===== src/rtl/emp_pkg.sv =====
package emp_pkg;
  typedef enum logic {
    SZ_BYTE = 1'b0,
    SZ_WORD = 1'b1
  } acc_size_e;
endpackage


===== src/rtl/emp_lane_sel.sv =====
module emp_lane_sel #(
  parameter int LANES = 4,
  localparam int OFF_W = $clog2(LANES)
) (
  input  logic [OFF_W-1:0] offset,
  input  logic             big_endian,
  output logic [OFF_W-1:0] lane,
  output logic [LANES-1:0] lane_oh
);
  localparam logic [OFF_W-1:0] TOP_LANE = OFF_W'(LANES - 1);

  always_comb begin
    lane    = big_endian ? (TOP_LANE - offset) : offset;
    lane_oh = LANES'(1) << lane;
  end
endmodule


===== src/rtl/emp_load_fmt.sv =====
module emp_load_fmt #(
  parameter int DATA_W = 32,
  localparam int LANES = DATA_W / 8,
  localparam int OFF_W = $clog2(LANES)
) (
  input  logic [DATA_W-1:0] word_in,
  input  logic [OFF_W-1:0]  lane,
  input  logic              is_word,
  input  logic              zero_ext,
  output logic [DATA_W-1:0] data_out
);
  logic [7:0] lane_bytes [LANES];
  logic [7:0] picked;

  for (genvar g = 0; g < LANES; g++) begin : g_split
    assign lane_bytes[g] = word_in[8*g +: 8];
  end

  always_comb begin
    picked = lane_bytes[lane];
    if (is_word)
      data_out = word_in;
    else if (zero_ext)
      data_out = {{(DATA_W-8){1'b0}}, picked};
    else
      data_out = {{(DATA_W-8){picked[7]}}, picked};
  end
endmodule


===== src/rtl/endian_mem_port.sv =====
module endian_mem_port #(
  parameter int ADDR_W = 8,
  parameter int DATA_W = 32,
  localparam int LANES = DATA_W / 8,
  localparam int OFF_W = $clog2(LANES),
  localparam int WADDR_W = ADDR_W - OFF_W
) (
  input  logic               clk,
  input  logic               rst,
  input  logic               req_valid,
  input  logic               req_write,
  input  logic               req_size,
  input  logic               req_unsigned,
  input  logic               big_endian,
  input  logic [ADDR_W-1:0]  req_addr,
  input  logic [DATA_W-1:0]  req_wdata,
  output logic [WADDR_W-1:0] mem_addr,
  output logic [LANES-1:0]   mem_we,
  output logic [DATA_W-1:0]  mem_wdata,
  input  logic [DATA_W-1:0]  mem_rdata,
  output logic [DATA_W-1:0]  rd_data,
  output logic               rd_valid,
  output logic               align_err
);
  import emp_pkg::*;

  acc_size_e        size_e;
  logic [OFF_W-1:0] offset;
  logic [OFF_W-1:0] lane;
  logic [LANES-1:0] lane_oh;
  logic             is_word;
  logic             misalign;

  logic             ld_pend_q;
  logic             err_q;
  logic [OFF_W-1:0] lane_q;
  logic             word_q;
  logic             uns_q;

  assign size_e   = acc_size_e'(req_size);
  assign offset   = req_addr[OFF_W-1:0];
  assign is_word  = (size_e == SZ_WORD);
  assign misalign = is_word && (offset != '0);

  emp_lane_sel #(.LANES(LANES)) u_lane (
    .offset    (offset),
    .big_endian(big_endian),
    .lane      (lane),
    .lane_oh   (lane_oh)
  );

  always_comb begin
    mem_addr  = req_addr[ADDR_W-1:OFF_W];
    mem_wdata = is_word ? req_wdata : {LANES{req_wdata[7:0]}};
    if (req_valid && req_write && !misalign)
      mem_we = is_word ? {LANES{1'b1}} : lane_oh;
    else
      mem_we = '0;
  end

  always_ff @(posedge clk) begin
    if (rst) begin
      ld_pend_q <= 1'b0;
      err_q     <= 1'b0;
      lane_q    <= '0;
      word_q    <= 1'b0;
      uns_q     <= 1'b0;
    end else begin
      ld_pend_q <= req_valid && !req_write && !misalign;
      err_q     <= req_valid && misalign;
      if (req_valid) begin
        lane_q <= lane;
        word_q <= is_word;
        uns_q  <= req_unsigned;
      end
    end
  end

  emp_load_fmt #(.DATA_W(DATA_W)) u_fmt (
    .word_in (mem_rdata),
    .lane    (lane_q),
    .is_word (word_q),
    .zero_ext(uns_q),
    .data_out(rd_data)
  );

  assign rd_valid  = ld_pend_q;
  assign align_err = err_q;

  p_byte_we_one_r4: assert property (@(posedge clk) disable iff (rst)
    (req_valid && req_write && !is_word) |-> ($countones(mem_we) == 1));

  p_idle_no_we_r5: assert property (@(posedge clk) disable iff (rst)
    !(req_valid && req_write) |-> (mem_we == '0));

  p_misalign_no_we_r6: assert property (@(posedge clk) disable iff (rst)
    (req_valid && misalign) |-> (mem_we == '0));

  p_misalign_err_r6: assert property (@(posedge clk) disable iff (rst)
    (req_valid && misalign) |=> (align_err && !rd_valid));

  p_rdv_after_load_r9: assert property (@(posedge clk) disable iff (rst)
    rd_valid |-> $past(req_valid && !req_write));

  p_store_no_rdv_r9: assert property (@(posedge clk) disable iff (rst)
    (req_valid && req_write) |=> !rd_valid);
endmodule


===== config.mk =====
export PLATFORM = sky130hd
export DESIGN_NAME = endian_mem_port
export DESIGN_NICKNAME = d
export VERILOG_FILES = /design/src/rtl/emp_pkg.sv /design/src/rtl/emp_lane_sel.sv /design/src/rtl/emp_load_fmt.sv /design/src/rtl/endian_mem_port.sv
export SDC_FILE = /design/constraint.sdc
export NUM_CORES = 1
export LEC_CHECK = 0
export BUFFER_PORTS_ARGS = -buffer_cell sky130_fd_sc_hd__clkbuf_2
export CORE_AREA = 2 2 65 67
export DETAILED_ROUTE_END_ITERATION = 8
export DIE_AREA = 0 0 67 69
export PLACE_DENSITY_LB_ADDON = 0.12
export RECOVER_POWER = 25
export SYNTH_ARGS = -nofsm -noshare
export SYNTH_HDL_FRONTEND = slang
export SYNTH_HIERARCHICAL = 1
export SYNTH_SLANG_ARGS = --single-unit

===== constraint.sdc =====
create_clock -name clk -period 2 [get_ports clk]
set_clock_uncertainty 0.15 [all_clocks]
set_input_delay 0.4 -clock clk [delete_from_list [all_inputs] [get_ports clk]]
set_output_delay 0.4 -clock clk [all_outputs]
set_load 0.03 [all_outputs]

* Yosys cells after proc, flatten, opt, wreduce, memory -nomap -nowiden
Cells that the tools add are included.
** Word-level totals
- Register bits after elaboration :: 6
- Bits in latches :: 0
- RAM bits :: 0
- ROM bits :: 0
- Input port bits :: 79
- Memories kept :: 0
** Cells by class
- $add $sub $neg :: 1
- Multipliers :: 0
- Divide/modulo/power cells :: 0
- Order comparisons :: 1
- Equal/unequal tests :: 0
- Shift operators :: 1
- Mux-type cells :: 9
- Bitwise logic cells :: 1
- Reduce and logical (&&, ||, !) cells :: 9
** Operator list (count)
- $mux 32 :: 3
- $bmux 8 s2 :: 1
- $mux 8 :: 2
- $mux 4 :: 2
- $logic_and 1x1->1 :: 6
- $shl 1x2->4 const A :: 1
- $ge 3x3->1 const B :: 1
- $not 2->3 :: 1
- $logic_not 1->1 :: 2
- $mux 2 :: 1
- $reduce_bool 2->1 :: 1
- $sub 2x2->2 const A :: 1

* Depth between registers and ports, before layout
Gate-level depths: netlist (run 1).
- Word-level depth :: 6
- Depth in mapped cells :: 5

* Hierarchy
The synthesis (run 1) kept the hierarchy.
** Modules (own cells, without submodules)
- endian_mem_port :: instances 1, cells an instance 102, area an instance 618.1 um^2
- emp_load_fmt :: instances 1, cells an instance 81, area an instance 601.8 um^2
- emp_lane_sel :: instances 1, cells an instance 12, area an instance 80.1 um^2

* Worst setup path before layout (run 1)
OpenSTA, ideal clock, no wires.
- Path type :: reg-to-output
- Start :: register lane_q[1]
- End :: output port rd_data[0]
- Arrival time :: 1.734 ns
- Slack :: -0.284 ns
- Cell stages (with the launch flop) :: 6
- Cell sequence :: dfxtp_1 > buf_6 > clkbuf_1 > and2b_1 > a21oi_1 > o21ai_0
** On the way
- Word-level cells in the longest chain between the ends :: 6
** Ends and longest elaborated chain
- from (decl) :: line endian_mem_port.sv:36 : logic [OFF_W-1:0] lane_q;
- from (signal assigned) :: line endian_mem_port.sv:72 : lane_q <= lane;
- $not 2->3 (not written as such) :: line emp_load_fmt.sv:20 : picked = lane_bytes[lane];
- $bmux 8 s2 :: line emp_load_fmt.sv:20
- $mux 8 (not written as such) (2 in series) :: line emp_load_fmt.sv:20
- $mux 32 :: line emp_load_fmt.sv:23 : else if (zero_ext)
- $mux 32 :: line emp_load_fmt.sv:21 : if (is_word)
- to (decl) :: line endian_mem_port.sv:21 : output logic [DATA_W-1:0] rd_data,
No other way between the ends. The select of a mux whose other input is x is not followed.

* Worst setup path in the final report (run 1)
- Start :: register lane_q[1]
- End :: output port rd_data[17]
The elaborated chain is that of the path after synthesis.

==> flow_metrics.env, run 1 <==
export IMPL_drtIter0Drc=74
export IMPL_yosysTopAreaCellShare=0.147
export IMPL_grtUsageTotal=0.217
export IMPL_vias_per_cell=4.98
export IMPL_status="finished with violations"
export IMPL_pin_count=155
export IMPL_violations="negative setup slack"
export IMPL_yosysMostFrequentCell="nand2_1"
export IMPL_crit_fanout=12
export IMPL_postCtsHoldBufs=0
export IMPL_clk_path_buf_depth=2
export IMPL_hold_start="rst"
export IMPL_start_util=0.332
export IMPL_gp_congestion=0.734
export IMPL_synthTopCellsByCount="nand2_1 (51), a21o_1 (20), buf_4 (14), nand2b_1 (14), a21oi_1 (12)"
export IMPL_cts_made_buffers=3
export IMPL_synth_area_per_cell_um2=6.67
export IMPL_peakVddDrop_mv=0.243
export IMPL_period_share=1.10
export IMPL_relSlewSlack=0.738
export IMPL_placed_area_mm2=0.00196
export IMPL_dpl_worst_slack_ns=-0.314
export IMPL_maxCapViolCount=0
export IMPL_worstHoldPathCells=2
export IMPL_r2r_start="lane_q[1]"
export IMPL_r2r_end="lane_q[1]"
export IMPL_async_flop_share=0
export IMPL_crit_path_end_kind="output pin"
export IMPL_synthFlopType="dfxtp_1"
export IMPL_cp_arrival_ns=1.66
export IMPL_portBuffers=142
export IMPL_grt_overflow_total=0
export IMPL_synth_distinct_cells=29
export IMPL_finalCriticalPeriod_ns=2.21
export IMPL_netlist_instances=195
export IMPL_dp_hpwl_mm=3.65
export IMPL_finalNonFillerCells=377
export IMPL_criticalPathCategory="register to output pin"
export IMPL_rsz0062_at_grt="true"
export IMPL_antenna_found_initial=0
export IMPL_setup_violations_final=34
export IMPL_cts_tree="yes"
export IMPL_dp_cells=367
export IMPL_fmax_ghz=0.453
export IMPL_die_w_um=67
export IMPL_ys_ff_latch=6
export IMPL_numClockSinks=6
export IMPL_start_kind="register"
export IMPL_drv_slew=0
export IMPL_p_total_uw=1430
export IMPL_die_area_mm2=0.00462
export IMPL_synth_nets=274
export IMPL_final_cell_area_mm2=0.00257
export IMPL_synth_edf_count=0
export IMPL_insertion_delay_ns=0.22
export IMPL_drtAntennaViolNets=0
export IMPL_routedWlPerCell_um=14.1
export IMPL_reg2reg_depth=5
export IMPL_n_fill_cell=345
export IMPL_cts_root_buf="clkbuf_8"
export IMPL_nets=408
export IMPL_fin_setup_tns_ns=-5.28
export IMPL_yosysWarnings=6
export IMPL_setup_ws_ns=-0.207
export IMPL_tightest_slew_ns=0.393
export IMPL_grt_pass1_vias=1804
export IMPL_n_antenna_cell=0
export IMPL_drc=0
export IMPL_critPathRequiredTime_ns=1.45
export IMPL_grt_pass1_wl_mm=8.04
export IMPL_drtPass1Iterations=4
export IMPL_routed_wl_mm=5.32
export IMPL_seq_area_frac_synth=0.0924
export IMPL_total_leakage_power_uw=0.00147
export IMPL_synth_area_leaders="nand2_1 (15%), a21o_1 (12%), dfxtp_1 (9.2%)"
export IMPL_vias=1879
export IMPL_h_tree_depth=1
export IMPL_netlist_area_mm2=0.00130
export IMPL_rrSetupSlack_ns=0.81
export IMPL_area_growth_pct=97.6
export IMPL_drive_above_1_share=0.599
export IMPL_hold_violations=0
export IMPL_yosys_area_top_type="nand2_1"
export IMPL_fp_row_count=23
export IMPL_grt_max_degree=36
export IMPL_fp_dieH_um=69
export IMPL_cellPowerDensity_mw_per_mm2=555
export IMPL_coreArea_mm2=0.00391
export IMPL_hold_path_class="input port to register"
export IMPL_whs_endpoint="uns_q"
export IMPL_cts_clk_slew_worst_paths_ns=0.04
flip-flops by register name, indices dropped and copies added, names as in the netlist:
| signal | cells |
|---|---|
| lane_q | 2 |
| align_err | 1 |
| rd_valid | 1 |
| uns_q | 1 |
| word_q | 1 |
placed cells by master (no fill, tap or decap), types with 2 or more instances in the layout:
| master | n |
|---|---|
| buf_8 | 24 |
| buf_6 | 5 |
| clkbuf_2 | 108 |
| buf_12 | 4 |
| o21ai_1 | 3 |
| clkbuf_8 | 8 |
| o32ai_4 | 2 |
| clkbuf_1 | 2 |
| nand2_1 | 51 |
| mux2_4 | 7 |
| a21o_2 | 3 |
| a21o_1 | 20 |
| nor2_1 | 6 |
| mux2i_4 | 2 |
| buf_4 | 10 |
| nand2b_1 | 14 |
| dfxtp_4 | 2 |
| mux2i_1 | 7 |
| o21ai_2 | 5 |
| a21oi_1 | 11 |
| a22oi_2 | 7 |
| nor2b_1 | 7 |
| dfxtp_1 | 3 |
cell type report:
class / count / area, um^2 / share of cell area
Multi-Input combinational cell: 160 / 1150 / 0.447
Tap cell: 50 / 62.6 / 0.0244
Sequential cell: 6 / 129 / 0.0502
Clock buffer: 3 / 41.3 / 0.0161
Timing Repair Buffer: 158 / 1190 / 0.463
kinds of logic after synthesis:
| family | after synthesis | share of synthesized area |
|---|---|---|
| flops | 6 | 0.0924 |
| xor+xnor | 1 | 0.00674 |
| simple gates | 88 | 0.324 |
| compound gates | 54 | 0.291 |
| buf+inv | 30 | 0.156 |
| mux | 16 | 0.130 |
stage by stage:
| stage | util | hold slack, ns |
|---|---|---|
| 6_report | 0.656 | 0.262 |
| 2_1_floorplan | - | 0.322 |
| 3_3_place_gp | 0.502 | 0.418 |
| 4_1_cts | 0.638 | 0.268 |
| 5_1_grt | 0.656 | 0.279 |
| 3_5_place_dp | 0.502 | 0.418 |
metal layers:
metal / track usage / part of all wire
met1: 0.222 / 0.34
met2: 0.428 / 0.56
met3: 0.0196 / 0.077
met4: 0.0816 / 0.020
met5: 0 / 0
worst max path at each step:
stage                              from          end  depth (start not counted)
after floorplan               lane_q[1]   rd_data[5]                          5
after global placement    mem_rdata[31]  rd_data[29]                          5
after detailed placement  mem_rdata[31]  rd_data[10]                          5
after CTS                     lane_q[1]   rd_data[8]                          6
after global routing          lane_q[1]  rd_data[17]                          6
final                         lane_q[1]  rd_data[17]                          6
power breakdown:
| group | total, uW | switching (uW) | internal, uW |
|---|---|---|---|
| Clock | 175 | 46.4 | 129 |
| Combinational | 1120 | 604 | 511 |
| Sequential | 136 | 8.81 | 127 |
| Total | 1430 | 660 | 766 |
worst max-delay path, stage by stage, from the launching register on:
cell     delay (ns)
dfxtp_4        0.37
buf_12         0.11
mux2i_4        0.31
o32ai_4        0.15
buf_12         0.17
a21o_1         0.19
buf_8          0.14
what timing repair did:
action / CTS / global route
resized for setup: 93 / 41
setup endpoints to repair: 32 / 33
gates cloned: 1 / 0
pin swaps: 2 / 0
setup buffers: 7 / 0
Power figures use the tool's default switching activity.
==> inputs of run 2 (changes only) <==
--- a/config.mk
+++ b/config.mk
@@ -5,10 +5,12 @@
 export SDC_FILE = /design/constraint.sdc
 export NUM_CORES = 1
 export LEC_CHECK = 0
+export ABC_AREA = 1
 export BUFFER_PORTS_ARGS = -buffer_cell sky130_fd_sc_hd__clkbuf_2
-export CORE_AREA = 2 2 65 67
+export CORE_AREA = 2 2 64 66
+export CTS_BUF_LIST = sky130_fd_sc_hd__clkbuf_2
 export DETAILED_ROUTE_END_ITERATION = 8
-export DIE_AREA = 0 0 67 69
+export DIE_AREA = 0 0 66 68
 export PLACE_DENSITY_LB_ADDON = 0.12
 export RECOVER_POWER = 25
 export SYNTH_ARGS = -nofsm -noshare
==> flow_metrics.env, run 2 <==
export IMPL_status="finished, final reports clean"
export IMPL_tightest_slew_ns=0.381
export IMPL_criticalPathCategory="register to output pin"
export IMPL_start_util=0.328
export IMPL_routed_wl_mm=4.74
export IMPL_drive_above_1_share=0.441
export IMPL_drtPass1Iterations=4
export IMPL_critPathRequiredTime_ns=1.45
export IMPL_p_switching_uw=612
export IMPL_path_depth=7
export IMPL_grt_pass1_vias=1608
export IMPL_switching_share=0.585
export IMPL_peakVddDrop_mv=0.187
export IMPL_synth_edf_count=0
export IMPL_grt_pass1_wl_mm=6.72
export IMPL_largest_register_ffs=2
export IMPL_h_tree_depth=1
export IMPL_p_seq_frac=0.129
export IMPL_coreArea_mm2=0.00386
export IMPL_die_area_mm2=0.00449
export IMPL_fp_row_count=23
export IMPL_hold_ws_ns=0.202
export IMPL_grt_max_degree=26
export IMPL_numClockSinks=6
export IMPL_crit_family="simple AND/OR/NAND/NOR gates"
export IMPL_synth_nets=333
export IMPL_relSlewSlack=0.746
export IMPL_rrSetupSlack_ns=0.91
export IMPL_clk_path_buf_depth=2
export IMPL_seq_area_frac_synth=0.0950
export IMPL_drtAntennaViolNets=0
export IMPL_hold_violations=0
export IMPL_pwr_share_comb=0.794
export IMPL_drtIter0Drc=113
export IMPL_synthFlopType="dfxtp_1"
export IMPL_gp_congestion=0.796
export IMPL_synth_area_leaders="nand2_1 (41%), dfxtp_1 (9.5%), buf_4 (8.9%)"
export IMPL_die_w_um=66
export IMPL_drc=0
export IMPL_yosysTopAreaCellShare=0.410
export IMPL_portBuffers=142
export IMPL_p_clk_frac=0.078
export IMPL_yosysMostFrequentCell="nand2_1"
export IMPL_final_common_cell="nand2_1"
export IMPL_r2r_end="word_q"
export IMPL_max_stage_delay_ns=0.38
export IMPL_antenna_found_initial=0
export IMPL_yosysWarnings=6
export IMPL_period_share=0.975
export IMPL_dp_hpwl_mm=3.60
export IMPL_crit_path_end_kind="output pin"
export IMPL_critical_path_buf_inv_count=2
export IMPL_pin_count=155
export IMPL_grt_overflow_total=0
export IMPL_netlist_area_mm2=0.00126
export IMPL_mostFrequentLayoutCells="nand2_1 (137), clkbuf_2 (116), nor2_1 (28)"
export IMPL_reg2reg_depth=3
export IMPL_finalCriticalPeriod_ns=1.95
export IMPL_drv_slew=0
export IMPL_cellPowerDensity_mw_per_mm2=520
export IMPL_nets=464
export IMPL_async_flop_share=0
export IMPL_regMostFlops="lane_q"
export IMPL_cts_root_buf="clkbuf_2"
export IMPL_netlist_instances=254
export IMPL_crit_fanout=9
export IMPL_cts_made_buffers=3
export IMPL_cp_arrival_ns=1.40
export IMPL_r2r_start="word_q"
export IMPL_fp_dieH_um=68
export IMPL_p_int_uw=435
export IMPL_setup_violations_final=0
export IMPL_placed_area_mm2=0.00185
export IMPL_ys_ff_latch=6
export IMPL_cts_tree="yes"
export IMPL_vias=1977
export IMPL_area_growth_pct=59.2
export IMPL_insertion_delay_ns=0.21
export IMPL_synth_distinct_cells=18
export IMPL_cts_clk_slew_worst_paths_ns=0.06
export IMPL_yosys_area_top_type="nand2_1"
export IMPL_final_cell_area_mm2=0.00201
export IMPL_critPathLaunch="lane_q[0]"
export IMPL_maxCapViolCount=0
export IMPL_n_antenna_cell=0
export IMPL_cp_slowest_cell="dfxtp_4"
export IMPL_synthTopCellsByCount="nand2_1 (138), nor2_1 (28), o21ai_0 (19)"
export IMPL_fmax_ghz=0.513
export IMPL_routedWlPerCell_um=10.9
export IMPL_start_kind="register"
export IMPL_setup_worst_path_end="rd_data[9]"
export IMPL_synth_area_per_cell_um2=4.98
export IMPL_path_cells="inv_4 -> nand2_1 -> nand3_2 -> nand2_4 -> nand3_4 -> nand2_2 -> buf_4"
export IMPL_total_leakage_power_uw=0.00132
export IMPL_vias_per_cell=4.57
export IMPL_grtUsageTotal=0.187
export IMPL_hold_path_class="input port to register"
-- run 2: cell types whose count changed after synthesis, moves of 7 or more --
cell and change:
a21o_1 -20, nand2b_1 -14, nor2b_1 -8, a21oi_1 -11, mux2_2 -7, o21ai_0 +11
nand2_1 +87, mux2i_1 -9, inv_1 +11, a22oi_1 -7, nand2_2 +9, nand3_1 +7
nor2_1 +22
-- run 2: cell families after synthesis --
kind of cell | share of synthesized area
buffers and inverters | 0.221
AOI/OAI and AO/OA | 0.0931
DFF | 0.0951
and+or+nand+nor | 0.591
-- run 2: how the worst min path moves through the flow --
| stage | from | end | slack [ns] | cells past startpoint |
|---|---|---|---|---|
| 2_1_floorplan | uns_q | uns_q | 0.31 | 2 |
| 3_3_place_gp | uns_q | uns_q | 0.33 | 2 |
| 3_5_place_dp | uns_q | uns_q | 0.34 | 2 |
| 4_1_cts | rst | rd_valid | 0.20 | 2 |
| 5_1_grt | rst | rd_valid | 0.20 | 2 |
| 6_report | rst | rd_valid | 0.20 | 2 |
-- run 2: through the flow --
stage | setup WS (ns) | util | TNS [ns] | instances | total power (uW)
final | 0.0498 | 0.522 | 0 | 433 | 1050
after global routing | -0.0179 | 0.522 | -0.106 | 433 | 1120
after CTS | 0.000455 | 0.508 | 0 | 432 | 1020
after detailed placement | 0.0932 | 0.481 | 0 | 425 | 894
after global placement | 0.117 | 0.481 | 0 | 425 | 892
after floorplan | 0.0738 | - | 0 | 254 | 699
-- run 2: worst reg2reg max path, delay by kind of cell (launching register included) --
kind | cells | cell delay, ns
buffers and inverters | 1 | 0.28
AO/OA/AOI/OAI | 2 | 0.23
flip-flops | 1 | 0.37
-- run 2: cell type report --
class	instances	area, um^2
flip-flops and latches	6	125
clock buffers	3	15.0
well taps	50	62.6
repair buffers	149	810
inverters	15	62.6
multi-input cells	210	937
fillers	437	1840
-- run 2: timing repair --
action,4_1_cts,5_1_grt
resized for setup,15,43
hold buffers,0,0
endpoints found under the setup margin,31,30
pin swaps,1,4
gates cloned,2,1
buffers inserted,2,0
-- run 2: power by group through the flow --
stage	Clock, uW	Sequential [uW]	Combinational [uW]
after floorplan	0	135	564
after global placement	0	136	756
after detailed placement	0	136	759
after CTS	86.6	134	803
after global routing	89.3	136	897
final	81.5	135	831
-- run 2: per-layer routing --
layer | global-route usage | wire length, um
met1 | 0.198 | 1810
met2 | 0.394 | 2500
met3 | 0.0263 | 409
met4 | 0.0306 | 14
met5 | 0 | 0
